## src/rtl/opd_pkg.sv

```systemverilog
package opd_pkg;
  localparam int unsigned FIELD_W   = 9;
  localparam int unsigned ADDR_W    = 12;
  localparam int unsigned REG_IDX_W = 7;
  localparam int unsigned PTR_B_W   = 8;
  localparam int unsigned GUARD_SZ  = 32;

  typedef enum logic [1:0] {
    MODE_SPR = 2'b00,
    MODE_GLB = 2'b01,
    MODE_IND = 2'b10,
    MODE_UNS = 2'b11
  } opd_mode_e;
endpackage

```

## src/rtl/opd_mode_sel.sv

```systemverilog
module opd_mode_sel
  import opd_pkg::*;
#(
  parameter int unsigned FW = FIELD_W,
  parameter int unsigned IW = REG_IDX_W
) (
  input  logic [FW-1:0] field_i,
  output opd_mode_e     mode_o
);
  always_comb begin
    if (field_i[FW-1])          mode_o = MODE_UNS;
    else if (field_i == '0)     mode_o = MODE_IND;
    else if (field_i[IW])       mode_o = MODE_GLB;
    else                        mode_o = MODE_SPR;
  end
endmodule

```

## src/rtl/opd_direct_map.sv

```systemverilog
module opd_direct_map #(
  parameter int unsigned IW = opd_pkg::REG_IDX_W,
  parameter int unsigned AW = opd_pkg::ADDR_W
) (
  input  logic [IW-1:0] idx_i,
  input  logic          glb_i,
  output logic [AW-1:0] addr_o
);
  localparam logic [AW-1:0] GLB_BASE = AW'(1) << IW;

  logic [AW-1:0] idx_ext;
  assign idx_ext = {{(AW-IW){1'b0}}, idx_i};
  assign addr_o  = glb_i ? (GLB_BASE | idx_ext) : idx_ext;
endmodule

```

## src/rtl/opd_ptr_join.sv

```systemverilog
module opd_ptr_join #(
  parameter int unsigned AW    = opd_pkg::ADDR_W,
  parameter int unsigned BW    = opd_pkg::PTR_B_W,
  parameter int unsigned GUARD = opd_pkg::GUARD_SZ
) (
  input  logic [AW-BW-1:0] hi_i,
  input  logic [BW-1:0]    lo_i,
  output logic [AW-1:0]    addr_o,
  output logic             low_o
);
  localparam logic [AW-1:0] GUARD_LIM = AW'(GUARD);

  assign addr_o = {hi_i, lo_i};
  assign low_o  = addr_o < GUARD_LIM;
endmodule

```

## src/rtl/opd_addr_decode.sv

```systemverilog
module opd_addr_decode
  import opd_pkg::*;
#(
  parameter int unsigned FW    = FIELD_W,
  parameter int unsigned AW    = ADDR_W,
  parameter int unsigned IW    = REG_IDX_W,
  parameter int unsigned BW    = PTR_B_W,
  parameter int unsigned GUARD = GUARD_SZ
) (
  input  logic [FW-1:0] field_i,
  input  logic [BW-1:0] ptr_hi_i,
  input  logic [BW-1:0] ptr_lo_i,
  output logic [AW-1:0] addr_o,
  output logic [1:0]    mode_o,
  output logic          illegal_o
);
  localparam int unsigned HI_USED = AW - BW;

  opd_mode_e     mode;
  logic [AW-1:0] dir_addr;
  logic [AW-1:0] ind_addr;
  logic          ind_low;
  logic          unused_hi;

  assign unused_hi = ^ptr_hi_i[BW-1:HI_USED];

  opd_mode_sel #(.FW(FW), .IW(IW)) i_mode_sel (
    .field_i (field_i),
    .mode_o  (mode)
  );

  opd_direct_map #(.IW(IW), .AW(AW)) i_direct_map (
    .idx_i  (field_i[IW-1:0]),
    .glb_i  (field_i[IW]),
    .addr_o (dir_addr)
  );

  opd_ptr_join #(.AW(AW), .BW(BW), .GUARD(GUARD)) i_ptr_join (
    .hi_i   (ptr_hi_i[HI_USED-1:0]),
    .lo_i   (ptr_lo_i),
    .addr_o (ind_addr),
    .low_o  (ind_low)
  );

  always_comb begin
    unique case (mode)
      MODE_SPR, MODE_GLB: addr_o = dir_addr;
      MODE_IND:           addr_o = ind_addr;
      default:            addr_o = '0;
    endcase
  end

  assign mode_o    = mode;
  assign illegal_o = (mode == MODE_IND) && ind_low;
endmodule

```

## config.mk

```make
export PLATFORM = sky130hd
export DESIGN_NAME = opd_addr_decode
export DESIGN_NICKNAME = d
export VERILOG_FILES = /design/src/rtl/opd_pkg.sv /design/src/rtl/opd_mode_sel.sv /design/src/rtl/opd_direct_map.sv /design/src/rtl/opd_ptr_join.sv /design/src/rtl/opd_addr_decode.sv
export SDC_FILE = /design/constraint.sdc
export NUM_CORES = 1
export LEC_CHECK = 0
export BUFFER_PORTS_ARGS = -buffer_cell sky130_fd_sc_hd__buf_2
export CAP_MARGIN = 20
export CORE_AREA = 5 5 42 44
export DETAILED_ROUTE_END_ITERATION = 10
export DIE_AREA = 0 0 47 49
export PLACE_DENSITY = 0.68
export SETUP_SLACK_MARGIN = 0.15
export SLEW_MARGIN = 5
export SYNTH_ARGS = -nofsm -noshare
export SYNTH_HDL_FRONTEND = slang
export SYNTH_HIERARCHICAL = 1
export SYNTH_SLANG_ARGS = --single-unit
```

## constraint.sdc

```tcl
create_clock -name vclk -period 1.2
set_input_delay 0.12 -clock vclk [all_inputs]
set_output_delay 0.12 -clock vclk [all_outputs]
set_load 0.005 [all_outputs]
```

==> summary.md <==
| Metric | Value |
|---|---|
| Outcome | `finished with violations` |
| Failing checks | `negative setup slack` |
| Antenna violations before repair | `0` |
| PnR Total Power | `170 uW` |
| Post-synthesis sequential area ratio | `0%` |
| Final Cycle Share | `108%` |
| RePlAce Congestion | `about 0.7` |
| Number of placement rows | `14` |
| Critical Path AT | `1180 ps` |
| Max-slew violations | `0` |
| Mux contribution to synthesized area | `0%` |
| Ports | `40` |
| Cell Area, Synth | `382 sq um` |
| Placed cell areas | `492 sq um` |
| Min setup slack post-route | `-101 ps` |
| Hold Buf Count CTS | `0` |
| Worst hold path depth | `3` |
| Critical path class | `primary input to output pin` |
| Commonest non-fill, non-tap cell in the layout | `buf_2` |
| Final setup viols | `13` |
| Vias in the first global route | `around 380` |
| Pleak | `between 0.2 and 0.3 nW` |
| Die H | `49 um` |
| Hold Slack | `slightly above 500 ps` |
| Largest family of logic cells by synthesized area | `buffers and inverters` |
| Highest clock rate | `between 700 and 800 MHz` |
| Placed wire-length estimate | `around 900 um` |
| Final Net Count | `between 90 and 100` |
| Largest net degree at the start of global routing | `14` |
| Compound-Gate Fraction of Synth Area | `about 30%` |
| Mapped Cells | `48` |
| Synth cell types | `12` |
| Synth warn | `6` |
| Global route overflow | `0` |
| Via-to-Cell Ratio | `about 4.3` |
| Drt drc | `0` |
| Total core area | `between 1000 and 1500 sq um` |
| First-pass GRT wire length | `about 1600 um` |
| Antenna diodes | `0` |
| Final instance area | `roughly 520 sq um` |
| Fin crit period | `around 1300 ps` |
| Buffers on Ports | `36` |
| Die width | `around 47 um` |
| Xor/xnor share of the synthesized area | `0%` |
| Routed WL | `1040 um` |
| Area grow syn2layout | `36.4%` |
| Crit-path max FO | `13` |
| Setup bufs post-CTS | `0` |
| Post-route ant nets | `0` |
| Initial Util | `between 20% and 30%` |
| Die area | `2300 sq um` |
| GRT Util Overall | `about 8.6%` |
| Post-Synth Simple-Gate Area | `~15%` |
| Unrepaired setup endpoints after global routing | `yes` |
| Number of clock buffers in the layout | `0` |
| Share of layout cells above drive strength 1 | `about 71%` |
| Fillers | `164` |
| MaxCap Viol Count | `0` |
| Final core utilization | `a little under two fifths` |
| Tightest Hold Check Type | `primary input to output pin` |
| Avg WL per Cell | `approximately 12 um` |
| Sequential cell area | `0 sq um` |
| Synthesized area per cell | `roughly 8.0 sq um` |
| Router iterations before antenna repair | `3` |
| Max VDD drop | `approximately 0.12 mV` |
| Startpoint Class | `primary input` |
| Commonest non-fill, non-tap cells in the layout | `buf_2 (32), a22o_1 (12), buf_4 (8)` |
| Seq_cells | `0` |
| Starting DRT DRC Count | `4` |
| DR vias | `approximately 370` |
| Pwr/cell area | `326 nW/um^2` |
| Adder-cell area share of the yosys netlist | `0%` |
| Final Hold Vio Count | `0` |
| Post-placement setup slack | `-147 ps` |
| CP required | `1080 ps` |
| Crit path capture type | `output pin` |
[metal layers]
metal  vias to the layer above  wire length (um)  global-route usage [%]
li1                        192                 -                       -
met1                       161               344                    9.78
met2                        19               558                    16.3
met3                         0               136                    1.85
met4                         0                 0                       0
met5                         -                 0                       0
[per-stage QoR]
| stage | std cells | TNS (ps) |
|---|---|---|
| 2_1_floorplan | 51 | 0 |
| 5_1_grt | 86 | -2140 |
| 6_report | 86 | -1240 |
| 4_1_cts | 86 | -1470 |
| 3_5_place_dp | 86 | -1790 |
| 3_3_place_gp | 86 | -1680 |
[cell families (layout without fill, tap and decap cells)]
group / after synthesis / count (layout)
buf+inv: 27 / 46
simple gates: 7 / 7
compound gates: 13 / 13
other cells: 1 / 4
[synth_stat cells]
cell,n,area share (%)
buf_4,24,47
inv_1,1,0.98
nor4_1,2,3.3
a22o_1,12,28
or4_1,1,2.0
a21o_1,1,2.0
nor2b_4,1,3.6
nor4_2,1,3.3
and2_1,1,1.6
conb_1,1,0.98
or2_2,1,1.6
buf_6,2,5.9
[path summary, 6_finish.rpt]
| kind | start | endpoint | slack (ps) |
|---|---|---|---|
| setup / recovery | field_i[7] | addr_o[2] | -100 |
| hold / removal | ptr_lo_i[0] | addr_o[0] | 520 |
[what timing repair did]
action,CTS,global route
gates resized for setup,3,4
endpoints found under the setup margin,13,13
pin swaps,1,0
gates cloned,0,0
endpoints found under the hold margin,0,0
[worst max-delay path: stages]
cell and delay, ps:
buf_8 100, nor4_4 260, a21o_1 170, nor2b_4 170, buf_12 140, a22o_1 120
buf_2 100
[cell type report]
cell class | count | area [sq um] | share of cell area [%]
timing repair buffer | 45 | 289 | 55.5
tap | 16 | 20.0 | 3.85
multi-input combinational | 24 | 208 | 39.9
inverter | 1 | 3.75 | 0.721
[where the power goes]
part | switching, mW | internal, mW | total, mW | leakage (nW)
sequential | 0 | 0 | 0 | 0
clock | 0 | 0 | 0 | 0
combinational | 0.0659 | 0.104 | 0.170 | 0.291
(Power assumes the default switching activity.)
